`src/rtl/sysctl_pkg.sv`:
```
package sysctl_pkg;

  localparam int unsigned IDX_MAP_SRAM = 0;
  localparam int unsigned IDX_MAP_DDR  = 1;
  localparam int unsigned IDX_MAP_NVM  = 2;
  localparam int unsigned IDX_CLKCFG   = 4;
  localparam int unsigned IDX_PLL_LO   = 8;
  localparam int unsigned IDX_PLL_ST   = 9;

  localparam logic [31:0] PLL_LO_INIT = 32'h021A_2358;
  localparam logic [31:0] PLL_ST_INIT = 32'h0000_0003;

  localparam int unsigned CODE_A_LSB = 5;
  localparam int unsigned CODE_B_LSB = 2;

  typedef enum logic [1:0] {
    CLS_PLAIN  = 2'd0,
    CLS_LOCKED = 2'd1,
    CLS_REMAP  = 2'd2
  } wclass_e;

  function automatic logic [2:0] div_code(int unsigned d);
    int unsigned tz;
    tz = 0;
    for (int b = 0; b < 6; b++) begin
      if (((d >> b) & 1) == 0 && tz == b) tz = b + 1;
    end
    return (d < 8) ? 3'(tz) : 3'(tz + 1);
  endfunction

  function automatic logic div_ok(int unsigned d);
    return (d != 0) && (d <= 32) && ((d & (d - 1)) == 0);
  endfunction

  function automatic wclass_e word_class(int unsigned idx);
    if (idx == IDX_MAP_SRAM || idx == IDX_MAP_DDR || idx == IDX_MAP_NVM) return CLS_REMAP;
    if (idx == IDX_PLL_ST) return CLS_LOCKED;
    return CLS_PLAIN;
  endfunction

  function automatic logic [31:0] init_word(int unsigned idx, int unsigned da, int unsigned db);
    logic [31:0] w;
    w = '0;
    if (idx == IDX_PLL_LO) w = PLL_LO_INIT;
    else if (idx == IDX_PLL_ST) w = PLL_ST_INIT;
    else if (idx == IDX_CLKCFG) begin
      w[CODE_A_LSB +: 3] = div_code(da);
      w[CODE_B_LSB +: 3] = div_code(db);
    end
    return w;
  endfunction

endpackage

```
`src/rtl/sysctl_decode.sv`:
```
module sysctl_decode
  import sysctl_pkg::*;
#(
  parameter int unsigned ADDR_W    = 10,
  parameter int unsigned NUM_WORDS = 64,
  localparam int unsigned SEL_W    = $clog2(NUM_WORDS)
) (
  input  logic [ADDR_W-1:0] paddr,
  output logic [SEL_W-1:0]  sel,
  output logic              in_range,
  output wclass_e           wclass
);
  logic [1:0] unused_byte_lanes;

  assign unused_byte_lanes = paddr[1:0];
  assign sel      = paddr[SEL_W+1:2];
  assign in_range = (32'(paddr) >> 2) < NUM_WORDS;
  assign wclass   = word_class(32'(sel));
endmodule

```
`src/rtl/sysctl_bank.sv`:
```
module sysctl_bank
  import sysctl_pkg::*;
#(
  parameter int unsigned NUM_WORDS = 64,
  parameter int unsigned DATA_W    = 32,
  parameter int unsigned DIV_A     = 2,
  parameter int unsigned DIV_B     = 2,
  localparam int unsigned SEL_W    = $clog2(NUM_WORDS)
) (
  input  logic                              clk,
  input  logic                              rst_n,
  input  logic                              store_en,
  input  logic [SEL_W-1:0]                  sel,
  input  logic [DATA_W-1:0]                 wdata,
  output logic [NUM_WORDS-1:0][DATA_W-1:0]  words
);
  for (genvar i = 0; i < NUM_WORDS; i++) begin : g_word
    localparam logic [DATA_W-1:0] INIT = DATA_W'(init_word(i, DIV_A, DIV_B));
    if (word_class(i) == CLS_PLAIN) begin : g_rw
      logic [DATA_W-1:0] q;
      always_ff @(posedge clk or negedge rst_n) begin
        if (!rst_n) q <= INIT;
        else if (store_en && sel == SEL_W'(i)) q <= wdata;
      end
      assign words[i] = q;
    end else begin : g_fixed
      assign words[i] = INIT;
    end
  end
endmodule

```
`src/rtl/sysctl_events.sv`:
```
module sysctl_events
  import sysctl_pkg::*;
#(
  parameter int unsigned DATA_W = 32
) (
  input  logic              clk,
  input  logic              rst_n,
  input  logic              acc_fire,
  input  logic              wr_fire,
  input  logic              in_range,
  input  wclass_e           wclass,
  input  logic [DATA_W-1:0] wdata,
  input  logic [DATA_W-1:0] cur_word,
  output logic              bad_access,
  output logic              remap_unsup
);
  logic bad_ev, remap_ev;

  assign bad_ev   = acc_fire && !in_range;
  assign remap_ev = wr_fire && in_range && (wclass == CLS_REMAP) && (wdata != cur_word);

  always_ff @(posedge clk or negedge rst_n) begin
    if (!rst_n) begin
      bad_access  <= 1'b0;
      remap_unsup <= 1'b0;
    end else begin
      bad_access  <= bad_ev;
      remap_unsup <= remap_ev;
    end
  end
endmodule

```
`src/rtl/sysctl_regfile.sv`:
```
module sysctl_regfile
  import sysctl_pkg::*;
#(
  parameter int unsigned DATA_W    = 32,
  parameter int unsigned ADDR_W    = 10,
  parameter int unsigned NUM_WORDS = 64,
  parameter int unsigned DIV_A     = 2,
  parameter int unsigned DIV_B     = 2
) (
  input  logic              clk,
  input  logic              rst_n,
  input  logic              psel,
  input  logic              penable,
  input  logic              pwrite,
  input  logic [ADDR_W-1:0] paddr,
  input  logic [DATA_W-1:0] pwdata,
  output logic [DATA_W-1:0] prdata,
  output logic              bad_access,
  output logic              remap_unsup
);
  localparam int unsigned SEL_W = $clog2(NUM_WORDS);

  if (!div_ok(DIV_A) || !div_ok(DIV_B)) begin : g_bad_divisor
    $fatal(1, "sysctl_regfile: divisors must be powers of two from 1 to 32");
  end

  logic [SEL_W-1:0]                 sel;
  logic                             in_range;
  wclass_e                          wclass;
  logic                             acc_fire, wr_fire, store_en;
  logic [NUM_WORDS-1:0][DATA_W-1:0] words;
  logic [DATA_W-1:0]                cur_word;
  logic [DATA_W-1:0]                pll_lo_word, pll_st_word;

  assign acc_fire    = psel && penable;
  assign wr_fire     = acc_fire && pwrite;
  assign store_en    = wr_fire && in_range;
  assign cur_word    = words[sel];
  assign pll_lo_word = words[IDX_PLL_LO];
  assign pll_st_word = words[IDX_PLL_ST];
  assign prdata      = (psel && in_range) ? cur_word : '0;

  sysctl_decode #(.ADDR_W(ADDR_W), .NUM_WORDS(NUM_WORDS)) u_decode (
    .paddr(paddr), .sel(sel), .in_range(in_range), .wclass(wclass)
  );

  sysctl_bank #(.NUM_WORDS(NUM_WORDS), .DATA_W(DATA_W), .DIV_A(DIV_A), .DIV_B(DIV_B)) u_bank (
    .clk(clk), .rst_n(rst_n), .store_en(store_en), .sel(sel), .wdata(pwdata), .words(words)
  );

  sysctl_events #(.DATA_W(DATA_W)) u_events (
    .clk(clk), .rst_n(rst_n), .acc_fire(acc_fire), .wr_fire(wr_fire), .in_range(in_range),
    .wclass(wclass), .wdata(pwdata), .cur_word(cur_word),
    .bad_access(bad_access), .remap_unsup(remap_unsup)
  );
endmodule

```
`config.mk`:
```
export PLATFORM = sky130hd
export DESIGN_NAME = sysctl_regfile
export DESIGN_NICKNAME = d
export VERILOG_FILES = /design/src/rtl/sysctl_pkg.sv /design/src/rtl/sysctl_decode.sv /design/src/rtl/sysctl_bank.sv /design/src/rtl/sysctl_events.sv /design/src/rtl/sysctl_regfile.sv
export SDC_FILE = /design/constraint.sdc
export NUM_CORES = 2
export LEC_CHECK = 0
export ABC_AREA = 1
export BUFFER_PORTS_ARGS = -buffer_cell sky130_fd_sc_hd__buf_2
export CAP_MARGIN = 40
export CORE_MARGIN = 10
export CORE_UTILIZATION = 49
export CTS_CLUSTER_SIZE = 8
export DETAILED_ROUTE_END_ITERATION = 7
export PLACE_DENSITY = 0.67
export SLEW_MARGIN = 30
export SYNTH_ARGS = -nofsm -noshare
export SYNTH_HDL_FRONTEND = slang
export SYNTH_SLANG_ARGS = --single-unit
export TNS_END_PERCENT = 5
```
`constraint.sdc`:
```
create_clock -name clk -period 2.2 [get_ports clk]
set_input_delay 0.44 -clock clk [delete_from_list [all_inputs] [get_ports clk]]
set_output_delay 0.44 -clock clk [all_outputs]
set_load 0.005 [all_outputs]
```
# Word-level counts from Yosys, hierarchy flattened

Index checks and enable logic that the tools add are counted.

Bits of input ports: 47
Register bits after elaboration: 1922

$lt $le $gt $ge: 2
Multiplexer cells: 10
Reductions and logical operators: 71
Equality and inequality tests: 65

Operators by type and width:

| cell                 | count |
|---|---|
| $bmux W32 S6         | 1 |
| $eq A6 B6 Y1 const B | 32 |
| $eq A6 B5 Y1 const B | 16 |
| $logic_and A1 B1 Y1  | 67 |
| $mux W32             | 2 |
| $eq A6 B4 Y1 const B | 8 |
| $ne A32 B32 Y1       | 1 |
| $eq A6 B3 Y1 const B | 4 |
| $eq A6 B2 Y1 const B | 2 |
| $lt A8 B7 Y1 const B | 1 |
| $mux W2              | 4 |
| $lt A6 B7 Y1 const B | 1 |
| $eq A6 B1 Y1 const B | 1 |
| $logic_not A6 Y1     | 1 |
| $mux W1              | 3 |
| $eq A2 B2 Y1 const B | 1 |
| $logic_or A1 B1 Y1   | 2 |
| $logic_not A1 Y1     | 1 |

# Logic depth before layout (Yosys ltp)

Depth in word-level cells: 10
Depth in mapped cells: 22

# Hierarchy

Synthesis repeated with hierarchy kept, for this count alone.

Cells, all modules: 13549
Area total of the unflattened synthesis: 98296.8 um^2

Modules (own cells, without submodules):

| module         | times used | area an instance (um^2) | cells each |
|---|---|---|---|
| sysctl_bank    | 1          | 77139.0                 | 8736 |
| sysctl_regfile | 1          | 20352.0                 | 4621 |
| sysctl_events  | 1          | 716.9                   | 175 |
| sysctl_decode  | 1          | 88.8                    | 17 |

# Worst setup path before layout

OpenSTA, ideal clock, no wires.

Path type: input to register
Start point: input paddr[3]
End point: register u_events.remap_unsup
Library setup time: 116 ps
Data arrival time: 2230 ps
Path slack: -146 ps
Path buffers: 4
Data required time: 2084 ps
Cell stages on the path: 22
Cell sequence: buf_2 nand2_2 inv_1 buf_2 buf_2 buf_2 nand2_1 nand3_1 nand2_1 nand2_1 nor2_1 nor2_1 nor2_1 nand2_1 nand2_1 nand2_1 nor2_1 nand2_1 nor2_1 nand2_1 nor2_1 nor2_1

Word-level cells in the longest chain between the ends: 8

Ends and longest elaborated chain:

| item                                                                 | line                 | RTL |
|---|---|---|
| start: declaration                                                   | sysctl_regfile.sv:15 | `input logic [ADDR_W-1:0] paddr,` |
| parallel branches: the longest is 7 deep, another holds $bmux W32 S6 | n/a                  |  |
| $logic_and A1 B1 Y1 *                                                | sysctl_events.sv:20  | `assign remap_ev = wr_fire && in_range && (wclass == CLS_REMAP) && (wdata != cur_word);` |
| via u_events.remap_ev                                                | sysctl_events.sv:17  | `logic bad_ev, remap_ev;` |
| end signal: assignment                                               | sysctl_events.sv:28  | `remap_unsup <= remap_ev;` |
| end: declaration                                                     | sysctl_events.sv:15  | `output logic remap_unsup` |

Mark *: on every way through the listed nets, which the timed path passes. The select of a mux whose other input is x is not followed.
A chain may end at the register's enable or synchronous reset.

# Worst setup path after layout

Start point: input paddr[2]
End point: output prdata[7]

Word-level cells in the longest chain between the ends: 3

Ends and longest elaborated chain:

| item                                                                         | line                                       | RTL |
|---|---|---|
| $bmux W32 S6 / $lt A8 B7 Y1 (equally long branches)                          | sysctl_regfile.sv:38, sysctl_decode.sv:17  |  |
| $mux W32 (not written as such) / $logic_and A1 B1 Y1 (equally long branches) | sysctl_regfile.sv:38, sysctl_regfile.sv:41 |  |
| $mux W32 *                                                                   | sysctl_regfile.sv:41                       | `assign prdata = (psel && in_range) ? cur_word : '0;` |
| end: declaration                                                             | sysctl_regfile.sv:17                       | `output logic [DATA_W-1:0] prdata,` |

Every way passes the cells marked *; elsewhere a longest branch is shown, timed or not. The select of a mux whose other input is x is not followed.

==> impl_metrics.json <==
{
  "outcome": "complete, but fails checks",
  "violations": "setup timing",
  "tightest_slew_ns": 0.9111,
  "synth_area_leaders": "dfrtp_1, nand2_1, o21ai_0, clkbuf_1, nand3_1",
  "grt_pass1_wl_um": 470000,
  "yosys.area.top_type": "dfrtp_1",
  "hold_class": "in2reg",
  "synth.cell_area_sq_um": 87520,
  "drive_gt1_frac": 0.1315,
  "clk_latency_ns": 0.91,
  "clk_pin_slew_worst_paths_ns": 0.05,
  "wirelength_um": 307500,
  "rows": 155,
  "path_class": "in2out",
  "slew_headroom": 0.3926,
  "rr_startpoint": "u_bank.g_word[28].g_rw.q[14]",
  "antenna_found_initial": 16,
  "arrival_ns": 2.70,
  "grtUsageTotal": 0.3049,
  "synthToLayoutAreaGrowth_pct": 20.47,
  "worstPathMaxFanout": 11,
  "start_kind": "input port",
  "cpMostUsedCell": "buf_12",
  "worst_clock_skew_ns": 0.03623,
  "p_total_mw": 80.56,
  "drt-vias-per-instance": 5.696,
  "combPwrFrac": 0.066,
  "netSwitchingFraction": 0.2399,
  "ios": 81,
  "p_leak_nw": 52.12,
  "grt_pass1_vias": 77530,
  "setup_violations": 33,
  "gp_congestion": 0.9345,
  "cpPeakStageDelay_ns": 0.41,
  "slew_viol_final": 0,
  "setup_ws_ns": -0.9372,
  "portBuffers": 78,
  "syn_inst": 11580,
  "start_util": 0.4916,
  "p_int_mw": 61.24,
  "crit_end": "prdata[7]",
  "cp_cell_sequence": "buf_16 -> buf_12 -> nor2_4 -> buf_12 -> buf_12 -> buf_12 -> nand2_1 -> nand3_2 -> nand2_1 -> nand3_2 -> nand2_2 -> inv_2 -> nor2_2 -> buf_6 -> a21oi_4 -> buf_2",
  "tritoncts": "yes",
  "final_cell_mix": "nand2_1, o21ai_0, dfrtp_1",
  "die_x_um": 442.6,
  "peakVddDrop_mv": 0.8311,
  "grt_setup_unrepaired": "true",
  "synth.net_count": 11620,
  "power_switching_mw": 19.32,
  "layout.nets": 11900,
  "cts_sinks": 1922,
  "overflow": 0,
  "ff2ff_path_depth": 20,
  "fin_crit_ns": 3.137,
  "worstSetupStartpoint": "paddr[2]",
  "final_antenna_net_count": 0,
  "reg2reg_to": "u_events.remap_unsup",
  "htree_num_levels": 5,
  "hold_slack_ns": 0.08272,
  "maxCapViolations": 0,
  "die-area_sq_um": 195900,
  "clock_path_buffers": 4,
  "yosysWarningCount": 0,
  "synth_top_area_frac": 0.5461,
  "final_common_cell": "nand2_1",
  "fill_cells": 15690,
  "fmax_mhz": 318.8,
  "hpwlAfterDp_um": 188500,
  "final_util": 0.5922,
  "min_period_over_period": 1.426,
  "seqPwrFrac": 0.450,
  "synth-seq-cells": 1922,
  "cp-end-kind": "output pin",
  "core_area_sq_um": 178000,
  "grt_max_degree": 95,
  "report.final.hold_viol_count": 0,
  "die_h_um": 442.6,
  "wire_per_inst_um": 21.56,
  "required_ns": 1.76,
  "first_iter_violations": 10590,
  "drcViolationCount": 0,
  "avgSynthCellArea_sq_um": 7.560,
  "ys_types": 19,
  "critPathSlowestCell": "a21oi_4",
  "cts_root_buf": "clkbuf_16",
  "ys_seq_area_frac": 0.5497,
  "num_vias": 81230,
  "drt_first_pass_iters": 8,
  "pwr-share-clk": 0.484,
  "reg2reg_setup_slack_ns": -0.29,
  "numCtsBuffers": 290,
  "power.density_nw_per_um2": 764.1
}
==> area by class of cell <==
type                    count  area, sq um  share of cell area
repair inverters            2        17.52           0.0001661
clock inverters             6        56.30           0.0005340
inverters                  55        282.8            0.002682
multi-input cells        8701        37130              0.3521
repair buffers            879         9323             0.08842
diodes                      7        17.52           0.0001661
flip-flops and latches   1922        48110              0.4563
clock buffers             333         7556             0.07166
well taps                2355         2947             0.02795
==> per-layer routing <==
layer | wire length (um) | GRT usage | vias up
met3 | 28660 | 0.05164 | 785
li1 | - | - | 37020
met4 | 15920 | 0.1469 | 2
met1 | 125200 | 0.4166 | 39350
met5 | 45 | 0 | -
met2 | 137600 | 0.4725 | 4077
==> critical path, delay by kind of cell <==
family,cells,cell delay (ns)
AOI/OAI and AO/OA,1,0.41
buffers and inverters,8,1.17
and+or+nand+nor,7,0.64
==> sequential cells by signal, summed over array words and instances, names as in the netlist <==
signal	cells
u_events.bad_access	1
u_events.remap_unsup	1
u_bank.g_word.g_rw.q	1920
==> worst min path at each step <==
stage / from / endpoint / slack, ns / cells past startpoint
6_report: pwdata[15] / u_bank.g_word[43].g_rw.q[15] / 0.08 / 4
5_1_grt: rst_n / u_bank.g_word[20].g_rw.q[7] / 0.09 / 2
4_1_cts: pwdata[15] / u_bank.g_word[43].g_rw.q[15] / 0.03 / 4
3_5_place_dp: rst_n / u_bank.g_word[18].g_rw.q[7] / 0.39 / 1
3_3_place_gp: rst_n / u_bank.g_word[18].g_rw.q[7] / 0.39 / 1
2_1_floorplan: rst_n / u_bank.g_word[10].g_rw.q[0] / 0.14 / 0
==> stage by stage <==
stage                     worst slack [ns]  cells  setup TNS, ns  cell area [sq um]
final                              -0.9372  14260         -27.27             105400
after global placement              -1.573  13840        -389.90              95350
after detailed placement            -1.595  13840        -419.97              95350
after CTS                          -0.9271  14220         -26.96             104400
after floorplan                   -0.01455  11580       -0.04695              87650
after global routing               -0.9837  14260         -29.29             105400
==> kinds of logic (layout without fill, tap and decap cells) <==
| kind of cell | after synthesis | count (layout) | share of synthesized area |
|---|---|---|---|
| AND/OR/NAND/NOR | 6620 | 6620 | 0.2885 |
| AO/OA/AOI/OAI | 2081 | 2081 | 0.1190 |
| buffers and inverters | 954 | 1275 | 0.04273 |
| flip-flops | 1922 | 1922 | 0.5497 |
| other | 0 | 7 | 0 |
==> cells in the mapped netlist, drive strengths merged <==
cell type and number:
inv 54, buf 146, or2 1, clkinv 1
clkbuf 753, nand3 276, dfstp 12, nand3b 1
dfrtp 1910, o21ai 1985, nor2 362, a21oi 96
nand2 5961, nand4 19
==> power by group through the flow <==
stage | clock network, mW | registers (mW) | logic [mW]
2_1_floorplan | 0 | 36.7 | 1.95
3_3_place_gp | 0 | 36.8 | 4.82
3_5_place_dp | 0 | 36.8 | 4.87
4_1_cts | 39.4 | 36.2 | 5.09
5_1_grt | 40.9 | 36.3 | 5.66
6_report | 39.0 | 36.2 | 5.31
==> timing repair <==
action,in CTS,in global routing
endpoints found under the setup margin,33,33
cloned,5,6
gates resized for setup,279,189
pin swaps,71,127
hold endpoints to repair,902,0
buffers inserted,37,44
hold buffers,5,0
No activity file was read; power rests on OpenSTA's default activity.
